**src/rtl/twt_pkg.sv**
```systemverilog
package twt_pkg;

  typedef struct packed {
    logic take;   // phase goes into the buffer
    logic retry;  // terminate, forget everything
    logic stop;   // terminate after keeping what was taken
  } twt_verdict_t;

  // Decide one data phase from space, progress, burst mode and length limit.
  function automatic twt_verdict_t twt_judge(input logic full, input logic started,
                                             input logic wrap, input logic at_limit);
    twt_verdict_t v;
    v = '0;
    if (full) begin
      if (started) v.stop  = 1'b1;
      else         v.retry = 1'b1;
    end else begin
      v.take = 1'b1;
      if (wrap || at_limit) v.stop = 1'b1;
    end
    return v;
  endfunction

endpackage

```
**src/rtl/twt_judge_unit.sv**
```systemverilog
module twt_judge_unit
  import twt_pkg::*;
(
  input  logic phase_valid,
  input  logic buf_full,
  input  logic started,
  input  logic wrap_mode,
  input  logic at_limit,
  output logic take,
  output logic retry,
  output logic stop
);
  twt_verdict_t verdict;

  always_comb begin
    verdict = '0;
    if (phase_valid) verdict = twt_judge(buf_full, started, wrap_mode, at_limit);
  end

  assign take  = verdict.take;
  assign retry = verdict.retry;
  assign stop  = verdict.stop;
endmodule

```
**src/rtl/twt_txn_track.sv**
```systemverilog
module twt_txn_track #(
  parameter int ADDR_W     = 32,
  parameter int MAX_PHASES = 16,
  localparam int LEN_W     = $clog2(MAX_PHASES + 1)
) (
  input  logic              clk,
  input  logic              rst_n,
  input  logic              txn_start,
  input  logic [ADDR_W-1:0] txn_addr,
  input  logic              txn_end,
  input  logic              take,
  input  logic              retry,
  input  logic              stop,
  output logic              open,
  output logic              started,
  output logic              at_limit,
  output logic              commit_fire,
  output logic [LEN_W-1:0]  commit_cnt,
  output logic [ADDR_W-1:0] base_addr
);
  localparam logic [LEN_W-1:0] LAST_IDX = LEN_W'(MAX_PHASES - 1);

  logic             active_q, done_q;
  logic [LEN_W-1:0] cnt_q;

  function automatic logic [LEN_W-1:0] next_len(input logic [LEN_W-1:0] c, input logic t);
    return c + LEN_W'(t);
  endfunction

  assign open        = active_q && !done_q;
  assign started     = (cnt_q != '0);
  assign at_limit    = (cnt_q == LAST_IDX);
  assign commit_cnt  = next_len(cnt_q, take);
  assign commit_fire = stop || (txn_end && open && !txn_start && (commit_cnt != '0));

  always_ff @(posedge clk) begin
    if (!rst_n) begin
      active_q  <= 1'b0;
      done_q    <= 1'b0;
      cnt_q     <= '0;
      base_addr <= '0;
    end else if (txn_start) begin
      active_q  <= 1'b1;
      done_q    <= 1'b0;
      cnt_q     <= '0;
      base_addr <= txn_addr;
    end else if (txn_end) begin
      active_q  <= 1'b0;
      done_q    <= 1'b0;
      cnt_q     <= '0;
    end else if (retry || stop) begin
      done_q    <= 1'b1;
      cnt_q     <= '0;
    end else begin
      cnt_q     <= commit_cnt;
    end
  end

  AST_CNT_BOUND: assert property (@(posedge clk) disable iff (!rst_n)
    cnt_q < LEN_W'(MAX_PHASES)) else $error("count past limit");

  AST_CLOSED_QUIET: assert property (@(posedge clk) disable iff (!rst_n)
    !open |-> !take && !retry && !stop) else $error("verdict outside open txn");
endmodule

```
**src/rtl/twt_top.sv**
```systemverilog
module twt_top #(
  parameter int ADDR_W     = 32,
  parameter int MAX_PHASES = 16,
  localparam int LEN_W     = $clog2(MAX_PHASES + 1)
) (
  input  logic              clk,
  input  logic              rst_n,
  input  logic              txn_start,
  input  logic [ADDR_W-1:0] txn_addr,
  input  logic              wrap_mode,
  input  logic              phase_req,
  input  logic              buf_full,
  input  logic              txn_end,
  output logic              phase_accept,
  output logic              stop_retry,
  output logic              stop_disconnect,
  output logic              commit_strobe,
  output logic [LEN_W-1:0]  commit_len,
  output logic [ADDR_W-1:0] commit_addr
);
  logic              open, started, at_limit, phase_valid;
  logic              take, retry, stop, commit_fire;
  logic [LEN_W-1:0]  commit_cnt;
  logic [ADDR_W-1:0] base_addr;

  assign phase_valid = phase_req && open && !txn_start;

  twt_judge_unit u_judge (
    .phase_valid (phase_valid),
    .buf_full    (buf_full),
    .started     (started),
    .wrap_mode   (wrap_mode),
    .at_limit    (at_limit),
    .take        (take),
    .retry       (retry),
    .stop        (stop)
  );

  twt_txn_track #(.ADDR_W(ADDR_W), .MAX_PHASES(MAX_PHASES)) u_track (
    .clk         (clk),
    .rst_n       (rst_n),
    .txn_start   (txn_start),
    .txn_addr    (txn_addr),
    .txn_end     (txn_end),
    .take        (take),
    .retry       (retry),
    .stop        (stop),
    .open        (open),
    .started     (started),
    .at_limit    (at_limit),
    .commit_fire (commit_fire),
    .commit_cnt  (commit_cnt),
    .base_addr   (base_addr)
  );

  always_ff @(posedge clk) begin
    if (!rst_n) begin
      phase_accept    <= 1'b0;
      stop_retry      <= 1'b0;
      stop_disconnect <= 1'b0;
      commit_strobe   <= 1'b0;
      commit_len      <= '0;
      commit_addr     <= '0;
    end else begin
      phase_accept    <= take;
      stop_retry      <= retry;
      stop_disconnect <= stop;
      commit_strobe   <= commit_fire;
      commit_len      <= commit_fire ? commit_cnt : '0;
      commit_addr     <= commit_fire ? base_addr  : '0;
    end
  end

  AST_RETRY_ALONE: assert property (@(posedge clk) disable iff (!rst_n)
    stop_retry |-> !phase_accept && !stop_disconnect && !commit_strobe) else $error("retry mixed");

  AST_FULL_NO_TAKE: assert property (@(posedge clk) disable iff (!rst_n)
    phase_req && buf_full |=> !phase_accept) else $error("phase taken while full");

  AST_DISC_COMMITS: assert property (@(posedge clk) disable iff (!rst_n)
    stop_disconnect |-> commit_strobe && (commit_len != '0)) else $error("disconnect w/o commit");

  AST_WRAP_SINGLE: assert property (@(posedge clk) disable iff (!rst_n)
    phase_valid && wrap_mode && !buf_full |=> stop_disconnect && phase_accept && (commit_len == LEN_W'(1)))
    else $error("wrap burst not single");

  AST_IDLE_QUIET: assert property (@(posedge clk) disable iff (!rst_n)
    !phase_req && !txn_end |=> !phase_accept && !stop_retry && !stop_disconnect && !commit_strobe)
    else $error("output without stimulus");
endmodule

```
**config.mk**
```make
export PLATFORM = sky130hd
export DESIGN_NAME = twt_top
export DESIGN_NICKNAME = d
export VERILOG_FILES = /design/src/rtl/twt_pkg.sv /design/src/rtl/twt_judge_unit.sv /design/src/rtl/twt_txn_track.sv /design/src/rtl/twt_top.sv
export SDC_FILE = /design/constraint.sdc
export NUM_CORES = 1
export LEC_CHECK = 0
export ABC_AREA = 1
export BUFFER_PORTS_ARGS = -buffer_cell sky130_fd_sc_hd__buf_2
export CAP_MARGIN = 30
export CELL_PAD_IN_SITES_DETAIL_PLACEMENT = 1
export CELL_PAD_IN_SITES_GLOBAL_PLACEMENT = 1
export CORE_MARGIN = 8
export CORE_UTILIZATION = 37
export DETAILED_ROUTE_END_ITERATION = 8
export HOLD_SLACK_MARGIN = 0.08
export PLACE_DENSITY_LB_ADDON = 0.1
export SLEW_MARGIN = 25
export SYNTH_ARGS = -nofsm -noshare
export SYNTH_HDL_FRONTEND = slang
export SYNTH_SLANG_ARGS = --single-unit
```
**constraint.sdc**
```tcl
create_clock -name clk -period 2.6 [get_ports clk]
set_input_delay 0.78 -clock clk [delete_from_list [all_inputs] [get_ports clk]]
set_output_delay 0.78 -clock clk [all_outputs]
set_load 0.02 [all_outputs]
```
## Word-level counts from Yosys, hierarchy flattened

Index checks and enable logic that the tools add are counted.
Widths: inputs -> output; s select.

- Flip-flop bits (word level): 80
- Bits of input ports: 39
- Output and inout bits: 41
- Logic and storage cells: 39

- Add/sub/neg operators: 1
- Eq/ne operators: 1
- Mux-type cells: 9
- Bitwise gates (word level): 1
- Reductions and logical operators: 17

Operators by type and width:

| cell | number |
|---|---|
| $reduce_bool 5->1 | 2 |
| $mux 1 | 8 |
| $logic_and 1x1->1 | 6 |
| $add 5x1->5 | 1 |
| $eq 5x4->1 const B | 1 |
| $reduce_or 4->1 | 1 |
| $logic_or 1x1->1 | 3 |
| $mux 3 | 1 |
| $reduce_or 3->1 | 1 |
| $logic_not 1->1 | 2 |
| $reduce_and 2->1 | 1 |
| $reduce_bool 2->1 | 1 |
| $not 1->1 | 1 |

## Logic depth before layout (Yosys ltp)

Gate-level depths: netlist of run 1.

- Word-level depth: 10
- Gate-level depth with buffers: 17
- Mapped depth without buffers: 15

## Cells and area by module

Synthesis of run 1 repeated with hierarchy kept, for this count alone.

- Cells, all modules: 333
- Area total of the unflattened synthesis: 2743.9 um^2

By module, submodules not included:

| module | times used | cells each | area an instance (um^2) | seq. area each (um^2) |
|---|---|---|---|---|
| twt_txn_track | 1 | 193 | 1480.2 | 780.7 |
| twt_top | 1 | 129 | 1222.4 | 820.8 |
| twt_judge_unit | 1 | 11 | 41.3 | 0.0 |

## Worst setup path after synthesis of run 1

Ideal clock, no wire load.

- Kind: input to register
- From: input port phase_req
- To: register commit_addr[20]
- Library setup time: 123 ps
- Data arrival time: 2235 ps
- Data required time: 2477 ps
- Slack: 243 ps
- Stages on the path: 14
- Buffers on the path: 2
- Path through: nand2_1 nor2_2 inv_1 nor2_1 ha_1 ha_1 inv_1 nand2_1 nor2_1 nand3_1 nand2_1 buf_6 buf_6 a21oi_2

- Longest elaborated chain between the ends: 8

RTL lines:

| what | line | RTL |
|---|---|---|
| start: declaration | twt_top.sv:11 | `input logic phase_req,` |
| $logic_and 1x1->1 (2 in series) | twt_top.sv:26 | `assign phase_valid = phase_req && open && !txn_start;` |
| $mux 3 | twt_judge_unit.sv:17 | `if (phase_valid) verdict = twt_judge(buf_full, started, wrap_mode, at_limit);` |
| via take | twt_top.sv:22 | `logic take, retry, stop, commit_fire;` |
| $add 5x1->5 | twt_txn_track.sv:27 | `return c + LEN_W'(t);` |
| via commit_cnt[1] | twt_top.sv:23 | `logic [LEN_W-1:0] commit_cnt;` |
| $reduce_bool 5->1 | twt_txn_track.sv:34 | `assign commit_fire = stop \|\| (txn_end && open && !txn_start && (commit_cnt != '0));` |
| $logic_and 1x1->1 | twt_txn_track.sv:34 |  |
| $logic_or 1x1->1 | twt_txn_track.sv:34 |  |
| $reduce_and 2->1 (no source line) | -- |  |
| end signal: assignment | twt_top.sv:70 | `commit_addr <= commit_fire ? base_addr : '0;` |
| end: declaration | twt_top.sv:19 | `output logic [ADDR_W-1:0] commit_addr` |

The timed path passes the listed nets, and every way through them passes these cells.
A chain may end at the register's enable or synchronous reset.

## Worst setup path after layout of run 1

- From: register u_track.active_q
- To: register commit_addr[7]

- Longest elaborated chain between the ends: 9
- Elaborated cells on any way between the ends: 11
- Those cells by class: 1 x add/sub; 1 x mux; 9 x reduce/logical

RTL lines:

| what | line | RTL |
|---|---|---|
| start: declaration | twt_txn_track.sv:23 | `logic active_q, done_q;` |
| start signal: assignment | twt_txn_track.sv:38 | `active_q <= 1'b0;` |
| start signal: assignment | twt_txn_track.sv:43 | `active_q <= 1'b1;` |
| start signal: assignment | twt_txn_track.sv:48 | `active_q <= 1'b0;` |
| $logic_and 1x1->1 | twt_txn_track.sv:30 | `assign open = active_q && !done_q;` |
| $logic_and 1x1->1 (2 in series) | twt_top.sv:26 |  |
| $mux 3 | twt_judge_unit.sv:17 |  |
| via take | twt_top.sv:22 |  |
| $add 5x1->5 | twt_txn_track.sv:27 |  |
| $reduce_bool 5->1 | twt_txn_track.sv:34 |  |
| $logic_and 1x1->1 | twt_txn_track.sv:34 |  |
| $logic_or 1x1->1 | twt_txn_track.sv:34 |  |
| $reduce_and 2->1 (no source line) | -- |  |

The timed path passes the listed nets, and every way through them passes these cells.

==> results.sh, run 1 <==
export IMPL_status="finished clean"
export IMPL_p_leak_nw=1.548
export IMPL_track_usage_pct=13.53
export IMPL_worst_ep_arrival_time_ps=2380
export IMPL_hp_start="u_track.base_addr[16]$_SDFFE_PN0P_"
export IMPL_reg2reg_from="u_track.active_q$_SDFFE_PN0P_"
export IMPL_cp_required_ps=2830
export IMPL_post_route_util_pct=47.76
export IMPL_r2r_slack_ps=450
export IMPL_start_util_pct=37.73
export IMPL_fin_crit_sh_pct=82.61
export IMPL_syn_to_final_growth_pct=26.57
export IMPL_cts_resized=0
export IMPL_overflow=0
export IMPL_synth_cell_area_sq_mm=0.002708
export IMPL_viasPerCell=4.588
export IMPL_clock_root_buffer="clkbuf_8"
export IMPL_clk_pin_slew_ps=90
export IMPL_fin_tns_setup_ps=0
export IMPL_die_height_microns=101.5
export IMPL_grt_pass1_wl_mm=11.01
export IMPL_reg2regPathDepth=16
export IMPL_rows=31
export IMPL_hold_viol=0
export IMPL_avgSynthCellArea_sq_um=9.147
export IMPL_pre_cts_ws_ps=77.45
export IMPL_start_kind="flip-flop"
export IMPL_reg2reg_to="commit_addr[7]$_SDFF_PN0_"
export IMPL_syn_nets=337
export IMPL_cts_sinks=80
export IMPL_final_max_slew_viol_count=0
export IMPL_postRouteWirelength_mm=6.660
export IMPL_rsz0062_at_grt="false"
export IMPL_power_mw=2.439
export IMPL_drtPass1Iterations=3
export IMPL_die_area_sq_mm=0.01031
export IMPL_min_to="commit_addr[16]$_SDFF_PN0_"
export IMPL_antenna_cells=0
export IMPL_drv_cap=0
export IMPL_cts_hold_buf=0
export IMPL_avgRoutedWirePerCell_microns=13.93
export IMPL_grt_max_degree=65
export IMPL_dp_cells=462
export IMPL_period_needed_ps=2148
export IMPL_fin_nets=415
export IMPL_setup_viol_count_final=0
export IMPL_p_per_area_mw_per_mm2=711.7
export IMPL_worstSetupPathType="flip-flop to flip-flop"
export IMPL_core_sq_mm=0.007176
export IMPL_clk_latency_ps=350
export IMPL_numCtsBuffers=9
export IMPL_synth_seq_cells=80
export IMPL_clockBufferDepth=2
export IMPL_yosys_warnings=0
export IMPL_grt_pass1_vias=2295
export IMPL_placedInstanceArea_sq_mm=0.003202
export IMPL_ioPinCount=80
export IMPL_holdWs_ps=434.8
export IMPL_skew_ps=13.21
export IMPL_ys_seq_area_share_pct=59.15
export IMPL_hold_class="flip-flop to flip-flop"
export IMPL_synthCells=296
export IMPL_max_slew_margin_pct=61.32
export IMPL_layout_cells_non_filler=478
export IMPL_drc=0
export IMPL_io_buffer_count=79
export IMPL_vias=2193
export IMPL_cts_setup_buffers=0
export IMPL_cts_tree="built"
export IMPL_post_dp_hpwl_mm=4.580
export IMPL_hold_path_depth=2
export IMPL_fill_cells=876
export IMPL_drive_gt1_share_pct=33.51
export IMPL_peakVddDrop_v=0.0003462
export IMPL_fmax_mhz=465.6
export IMPL_worst_pin_slew_ps=580.3
export IMPL_die_x_microns=101.5
export IMPL_drtAntennaViolNets=0
export IMPL_synthDistinctLibCells=20
export IMPL_place_gp_congestion=0.7772
export IMPL_design_area_sq_mm=0.003427
export IMPL_crit_path_max_fanout=22
export IMPL_h_tree_depth=3
export IMPL_drtIter0Drc=47
export IMPL_antenna_found_initial=1
export IMPL_worst_setup_path_end_kind="flip-flop"
export IMPL_setup_ws_ps=452.1
-- sequential cells by signal (all words and copies together) (netlist names) --
signal             flops
u_track.cnt_q          5
stop_disconnect        1
phase_accept           1
u_track.active_q       1
commit_strobe          1
stop_retry             1
commit_addr           32
u_track.done_q         1
commit_len             5
u_track.base_addr     32
-- power by group --
group / internal (mW) / switching (mW)
Sequential: 1.26 / 0.00887
Clock: 0.553 / 0.483
Combinational: 0.0506 / 0.0815
-- placed cells by master (no fill, tap or decap), types with 2 or more instances in the layout --
cell       synthesis  final
nand3_1            5      5
nor2_1            17     17
nand2_1           16     15
bufinv_16          0      2
inv_1             47     46
nor3_1             2      2
buf_2              4     79
o21ai_0           32     32
buf_4              1      4
inv_6              0      2
a21oi_2           19     19
nand2_2            1      2
dfxtp_1           80     80
clkbuf_8           0      9
a21oi_1           50     50
nand4_1            2      2
ha_1               2      2
buf_12             0      3
-- routing by layer --
layer,wire length [microns],part of all wire (%),vias up,GRT usage [%]
li1,-,-,1105,-
met1,2951,44,1019,16.13
met2,3095,46,53,20.98
met3,502,7.5,14,5.636
met4,96,1.4,2,5.498
met5,13,0.20,-,0
-- worst max path at each step --
stage,from,endpoint,slack [ps]
floorplan,phase_req,commit_addr[20]$_SDFF_PN0_,240
global placement,txn_start,commit_addr[14]$_SDFF_PN0_,130
detailed placement,txn_start,commit_addr[12]$_SDFF_PN0_,80
CTS,u_track.active_q$_SDFFE_PN0P_,commit_addr[7]$_SDFF_PN0_,420
global route,u_track.active_q$_SDFFE_PN0P_,commit_addr[7]$_SDFF_PN0_,90
finish,u_track.active_q$_SDFFE_PN0P_,commit_addr[7]$_SDFF_PN0_,450
-- cell usage after synthesis --
cell type  instances  area (sq um)
a21boi_0           1         7.510
a21oi_1           50         250.2
a21oi_2           19         166.4
buf_2              4         20.02
buf_4              1         7.510
buf_6              5         56.30
clkbuf_1           9         33.78
dfxtp_1           80          1602
ha_1               2         25.02
inv_1             47         176.4
nand2_1           16         60.06
nand2_2            1         6.260
nand3_1            5         25.02
nand3_2            1         10.01
nand4_1            2         12.51
nor2_1            17         63.81
nor2_2             1         6.260
nor3_1             2         10.01
o21ai_0           32         160.2
o21ai_2            1         8.760
-- layout make-up --
class	count	area (sq um)	area share, %
clock buffers	9	123.9	3.614
clock inverters	7	101.3	2.957
inverters	47	176.4	5.148
multi-input cells	150	814.5	23.77
flip-flops and latches	80	1602	46.73
well taps	99	123.9	3.614
repair buffers	86	485.5	14.17
-- worst max-delay path: stages, from the launching register on --
cell and delay, ps:
dfxtp_1 320, inv_1 50, nor2_1 130, nand2_1 80, nor2_2 100, inv_1 70, nor2_1 90, ha_1 200
ha_1 220, inv_1 50, nand2_1 50, nand2_1 70, nor2_1 90, nand3_1 100, nand2_2 130, buf_12 180
a21oi_1 80
-- cells by family after synthesis --
family                   share of synthesized area (%)
AO/OA/AOI/OAI                                    21.90
flip-flops                                       59.15
buffers and inverters                            10.86
AND/OR/NAND/NOR                                  7.163
adder cells (fa/ha/maj)                         0.9241
Power figures use the tool's default switching activity.
==> run 2: changes to the inputs <==
==> constraint.sdc (replaced) <==
create_clock -name clk -period 2 [get_ports clk]
set_input_delay 0.6 -clock clk [delete_from_list [all_inputs] [get_ports clk]]
set_output_delay 0.6 -clock clk [all_outputs]
set_load 0.02 [all_outputs]
==> results.sh, run 2 (synthesized netlist as in run 1, its figures left out) <==
export IMPL_final_max_slew_viol_count=0
export IMPL_grt_max_degree=65
export IMPL_numCtsBuffers=9
export IMPL_top_regs="commit_addr x32, u_track.base_addr x32"
export IMPL_skew_ps=8.968
export IMPL_syn_to_final_growth_pct=40.43
export IMPL_h_tree_depth=3
export IMPL_start_kind="flip-flop"
export IMPL_hold_class="flip-flop to flip-flop"
export IMPL_clk_latency_ps=340
export IMPL_drtPass1Iterations=4
export IMPL_drv_cap=0
export IMPL_clk_pin_slew_ps=80
export IMPL_start_util_pct=37.73
export IMPL_overflow=0
export IMPL_violations="setup timing"
export IMPL_cts_sinks=80
export IMPL_drtAntennaViolNets=0
export IMPL_status="complete, but fails checks"
export IMPL_period_needed_ps=2062
export IMPL_ioPinCount=80
export IMPL_worstSetupPathType="flip-flop to flip-flop"
export IMPL_dp_cells=470
export IMPL_antenna_cells=0
export IMPL_cts_tree="built"
export IMPL_die_area_sq_mm=0.01031
export IMPL_wl_met3_microns=399
export IMPL_fin_nets=434
export IMPL_rsz0062_at_grt="true"
export IMPL_worst_setup_path_end_kind="flip-flop"
export IMPL_clock_root_buffer="clkbuf_8"
export IMPL_slowest_delay_ps=330
export IMPL_worst_ep_arrival_time_ps=2290
export IMPL_crit_chain="inv_2, nor2_4, nand2_8, nor2_4, inv_2, nor2_2, ha_2, ha_4, inv_4, nand2_4, nor2_4, nand3_4, nand2_8, clkbuf_16, a21oi_2"
export IMPL_fmax_mhz=485.0
export IMPL_io_buffer_count=79
export IMPL_postRouteWirelength_mm=7.196
export IMPL_die_height_microns=101.5
export IMPL_mostFrequentLayoutCells="buf_2 (79), dfxtp_1 (78), inv_1 (42)"
export IMPL_antenna_found_initial=0
export IMPL_rows=31
export IMPL_power_mw=3.069
export IMPL_layout_cells_non_filler=497
export IMPL_layout_commonest_cell="buf_2"
export IMPL_cp_num_buf_inv=4
export IMPL_drive_gt1_share_pct=43.72
export IMPL_path_common_cell="nor2_4"
export IMPL_pre_cts_ws_ps=-330.5
export IMPL_die_x_microns=101.5
export IMPL_setup_viol_count_final=38
export IMPL_drc=0
export IMPL_hold_viol=0
export IMPL_worst_pin_slew_ps=352.6
export IMPL_clockBufferDepth=2
export IMPL_grt_pass1_vias=2266
export IMPL_setup_ws_ps=-61.93
export IMPL_crit_path_max_fanout=8
export IMPL_fin_crit_sh_pct=103.1
export IMPL_grt_pass1_wl_mm=10.76
export IMPL_cts_hold_buf=0
export IMPL_critPathSlowestCell="dfxtp_2"
export IMPL_cp_required_ps=2230
export IMPL_highest_layer="met4"
export IMPL_viasPerCell=4.501
export IMPL_wl_met1_mm=3.246
export IMPL_post_route_util_pct=52.99
export IMPL_core_sq_mm=0.007176
export IMPL_p_per_area_mw_per_mm2=807.0
export IMPL_path_delay_family="simple AND/OR/NAND/NOR gates"
export IMPL_place_gp_congestion=0.7175
export IMPL_track_usage_pct=13.31
export IMPL_dr_wl_met2_mm=3.461
export IMPL_peakVddDrop_v=0.0004162
export IMPL_fin_tns_setup_ps=-1200
export IMPL_vias=2237
export IMPL_max_slew_margin_pct=76.40
export IMPL_drtIter0Drc=27
export IMPL_post_dp_hpwl_mm=4.656
export IMPL_p_leak_nw=1.674
export IMPL_avgRoutedWirePerCell_microns=14.48
==> run 2: cell types whose count changed in the layout (fill, tap and decap cells not counted), sizes merged <==
cell and change:
buf +15, clkinvlp +1, inv -1, clkbuf +6
clkinv -1, bufinv -1
==> run 2: metrics by stage <==
stage,hold slack [ps],area (sq um)
2_1_floorplan,412.6,2754
3_3_place_gp,419.4,3313
3_5_place_dp,429.5,3313
4_1_cts,442.1,3527
5_1_grt,458.5,3802
6_report,438.8,3802
==> run 2: report_power, final <==
group          switching [mW]  leakage, nW  internal, mW
Combinational           0.122        0.924        0.0816
Clock                   0.591       0.0966         0.620
Sequential             0.0122        0.654          1.64
Total                   0.725         1.67          2.34
==> run 2: layer usage <==
layer | vias up | global-route usage [%]
met5 | - | 0
met1 | 1038 | 15.72
met4 | 0 | 6.529
li1 | 1146 | -
met2 | 46 | 21.43
met3 | 7 | 4.055
==> run 2: area by class of cell <==
type | instances | area [sq um]
Fill cell | 839 | 3373
Sequential cell | 80 | 1604
Multi-Input combinational cell | 150 | 973.4
Timing Repair Buffer | 105 | 718.2
Inverter | 47 | 178.9
Clock buffer | 11 | 141.4
Tap cell | 99 | 123.9
Clock inverter | 5 | 62.56
==> run 2: path summary, 6_finish.rpt <==
path	from	end	slack, ps	cells after the start
worst max-delay path	u_track.active_q$_SDFFE_PN0P_	commit_len[1]$_SDFF_PN0_	-60	15
worst min-delay path	u_track.base_addr[5]$_SDFFE_PN0P_	commit_addr[5]$_SDFF_PN0_	440	2
worst max register to register	u_track.active_q$_SDFFE_PN0P_	commit_len[1]$_SDFF_PN0_	-60	15
worst min register to register	u_track.base_addr[5]$_SDFFE_PN0P_	commit_addr[5]$_SDFF_PN0_	440	2
==> run 2: worst register-to-register path, delay by kind of cell, from the launching register on <==
family / cells / cell delay [ps]
compound gates: 1 / 50
simple gates: 8 / 820
buf+inv: 4 / 340
flops: 1 / 330
fa+ha+maj: 2 / 400
==> run 2: timing repair <==
action / in CTS / in global routing
gates resized for setup: 6 / 26
pin swaps: 0 / 22
buffers inserted: 0 / 5
setup endpoints to repair: 38 / 38
gates cloned: 0 / 6
==> run 3: changes to the inputs <==
--- a/config.mk
+++ b/config.mk
@@ -6,7 +6,7 @@
 export NUM_CORES = 1
 export LEC_CHECK = 0
 export ABC_AREA = 1
-export BUFFER_PORTS_ARGS = -buffer_cell sky130_fd_sc_hd__buf_2
+export BUFFER_PORTS_ARGS = -buffer_cell sky130_fd_sc_hd__clkbuf_2
 export CAP_MARGIN = 30
 export CELL_PAD_IN_SITES_DETAIL_PLACEMENT = 1
 export CELL_PAD_IN_SITES_GLOBAL_PLACEMENT = 1
@@ -15,6 +15,7 @@
 export DETAILED_ROUTE_END_ITERATION = 8
 export HOLD_SLACK_MARGIN = 0.08
 export PLACE_DENSITY_LB_ADDON = 0.1
+export SKIP_LAST_GASP = 1
 export SLEW_MARGIN = 25
 export SYNTH_ARGS = -nofsm -noshare
 export SYNTH_HDL_FRONTEND = slang
==> results.sh, run 3 (synthesized netlist as in run 1, its figures left out) <==
export IMPL_cts_sinks=80
export IMPL_skew_ps=5.601
export IMPL_p_per_area_mw_per_mm2=835.1
export IMPL_worst_pin_slew_ps=299.3
export IMPL_die_x_microns=101.5
export IMPL_max_slew_margin_pct=80.05
export IMPL_setup_ws_ps=-78.75
export IMPL_antenna_cells=0
export IMPL_grt_pass1_wl_mm=11.30
export IMPL_use_met2_pct=23.89
export IMPL_fill_cells=868
export IMPL_design_area_sq_mm=0.003769
export IMPL_ioPinCount=80
export IMPL_layout_commonest_cell="clkbuf_2"
export IMPL_drtIter0Drc=68
export IMPL_critPathSlowestCell="dfxtp_2"
export IMPL_clock_root_buffer="clkbuf_8"
export IMPL_grt_max_degree=65
export IMPL_fin_crit_sh_pct=103.9
export IMPL_overflow=0
export IMPL_io_buffer_count=79
export IMPL_busiest_layer="met2"
export IMPL_worst_ep_arrival_time_ps=2310
export IMPL_slowest_delay_ps=340
export IMPL_rsz0062_at_grt="true"
export IMPL_vias=2287
export IMPL_violations="setup timing"
export IMPL_crit_path_max_fanout=6
export IMPL_cts_tree="built"
export IMPL_start_kind="flip-flop"
export IMPL_fin_nets=438
export IMPL_avgRoutedWirePerCell_microns=14.33
export IMPL_h_tree_depth=3
export IMPL_hold_class="flip-flop to flip-flop"
export IMPL_start_util_pct=37.73
export IMPL_status="complete, but fails checks"
export IMPL_placedInstanceArea_sq_mm=0.003333
export IMPL_antenna_found_initial=0
export IMPL_p_leak_nw=1.679
export IMPL_numCtsBuffers=9
export IMPL_track_usage_pct=14.04
export IMPL_power_mw=3.147
export IMPL_cp_required_ps=2230
export IMPL_core_sq_mm=0.007176
export IMPL_postRouteWirelength_mm=7.163
export IMPL_worstSetupPathType="flip-flop to flip-flop"
export IMPL_rows=31
export IMPL_drive_gt1_share_pct=41.15
export IMPL_setup_viol_count_final=32
export IMPL_clk_pin_slew_ps=80
export IMPL_die_area_sq_mm=0.01031
export IMPL_viasPerCell=4.574
export IMPL_die_height_microns=101.5
export IMPL_drtAntennaViolNets=0
export IMPL_grt_pass1_vias=2385
export IMPL_worst_setup_path_end_kind="flip-flop"
export IMPL_crit_chain="inv_2, nor2_4, nand2_8, nor2_4, inv_2, nor2_2, ha_2, ha_4, inv_4, nand2_2, nor2_2, nand3_2, nand2_4, buf_12, buf_12, a21oi_2"
export IMPL_period_needed_ps=2079
export IMPL_top_regs="commit_addr x32, u_track.base_addr x32"
export IMPL_fmax_mhz=481.1
export IMPL_use_met3_pct=3.986
export IMPL_clk_latency_ps=330
export IMPL_drtPass1Iterations=4
export IMPL_final_max_slew_viol_count=0
export IMPL_clockBufferDepth=2
export IMPL_drc=0
export IMPL_hold_viol=0
export IMPL_post_dp_hpwl_mm=4.748
export IMPL_mostFrequentLayoutCells="clkbuf_2 (79), dfxtp_1 (78), a21oi_1 (48)"
export IMPL_pre_cts_ws_ps=-366.8
export IMPL_place_gp_congestion=0.7346
export IMPL_use_met1_pct=16.38
export IMPL_peakVddDrop_v=0.0004401
export IMPL_drv_cap=0
export IMPL_syn_to_final_growth_pct=39.19
run 3: timing repair:
action / in CTS / in global routing
setup endpoints to repair: 38 / 38
cloned: 2 / 2
pin swaps: 22 / 5
buffers inserted: 12 / 1
resized for setup: 15 / 5
hold buffers: 0 / 0
run 3: worst paths after layout:
path                                                          from                    endpoint  slack, ps  depth (start not counted)
worst min-delay path            u_track.base_addr[10]$_SDFFE_PN0P_  commit_addr[10]$_SDFF_PN0_        440                          2
worst max register to register       u_track.active_q$_SDFFE_PN0P_  commit_addr[27]$_SDFF_PN0_        -80                         16
worst max-delay path                 u_track.active_q$_SDFFE_PN0P_  commit_addr[27]$_SDFF_PN0_        -80                         16
worst min register to register  u_track.base_addr[10]$_SDFFE_PN0P_  commit_addr[10]$_SDFF_PN0_        440                          2
run 3: worst max-delay path: cells and delay by family (launching register included):
family | cells | cell delay [ps]
flip-flops | 1 | 340
AO/OA/AOI/OAI | 1 | 50
adder cells (fa/ha/maj) | 2 | 410
AND/OR/NAND/NOR | 8 | 770
buffers and inverters | 5 | 420
run 3: area by class of cell:
cell class	instances	area (sq um)	share of cell area, %
Timing Repair Buffer	109	732.0	19.42
Sequential cell	80	1604	42.56
Clock buffer	10	137.6	3.652
Tap cell	99	123.9	3.287
Multi-Input combinational cell	150	910.9	24.17
Inverter	47	178.9	4.748
Clock inverter	5	81.33	2.158
run 3: per-layer routing:
layer / share of wire, % / wire, microns / vias up
met3: 5.1 / 363 / 10
met2: 50 / 3615 / 50
li1: - / - / 1153
met4: 1.5 / 104 / 0
met5: 0 / 0 / -
met1: 43 / 3080 / 1074
run 3: stage by stage:
stage / std cells / hold WS (ps) / setup TNS, ps / util [%]
2_1_floorplan: 296 / 412.6 / -2679 / -
3_3_place_gp: 471 / 419.8 / -10900 / 46.45
3_5_place_dp: 471 / 429.6 / -12870 / 46.45
4_1_cts: 498 / 437.1 / -1523 / 51.89
5_1_grt: 500 / 453.9 / -5655 / 52.52
6_report: 500 / 437.1 / -2035 / 52.52
run 3: where the power goes:
group	internal, mW	switching [mW]
clock network	0.730	0.559
registers	1.64	0.0133
logic	0.0840	0.119
total	2.46	0.692
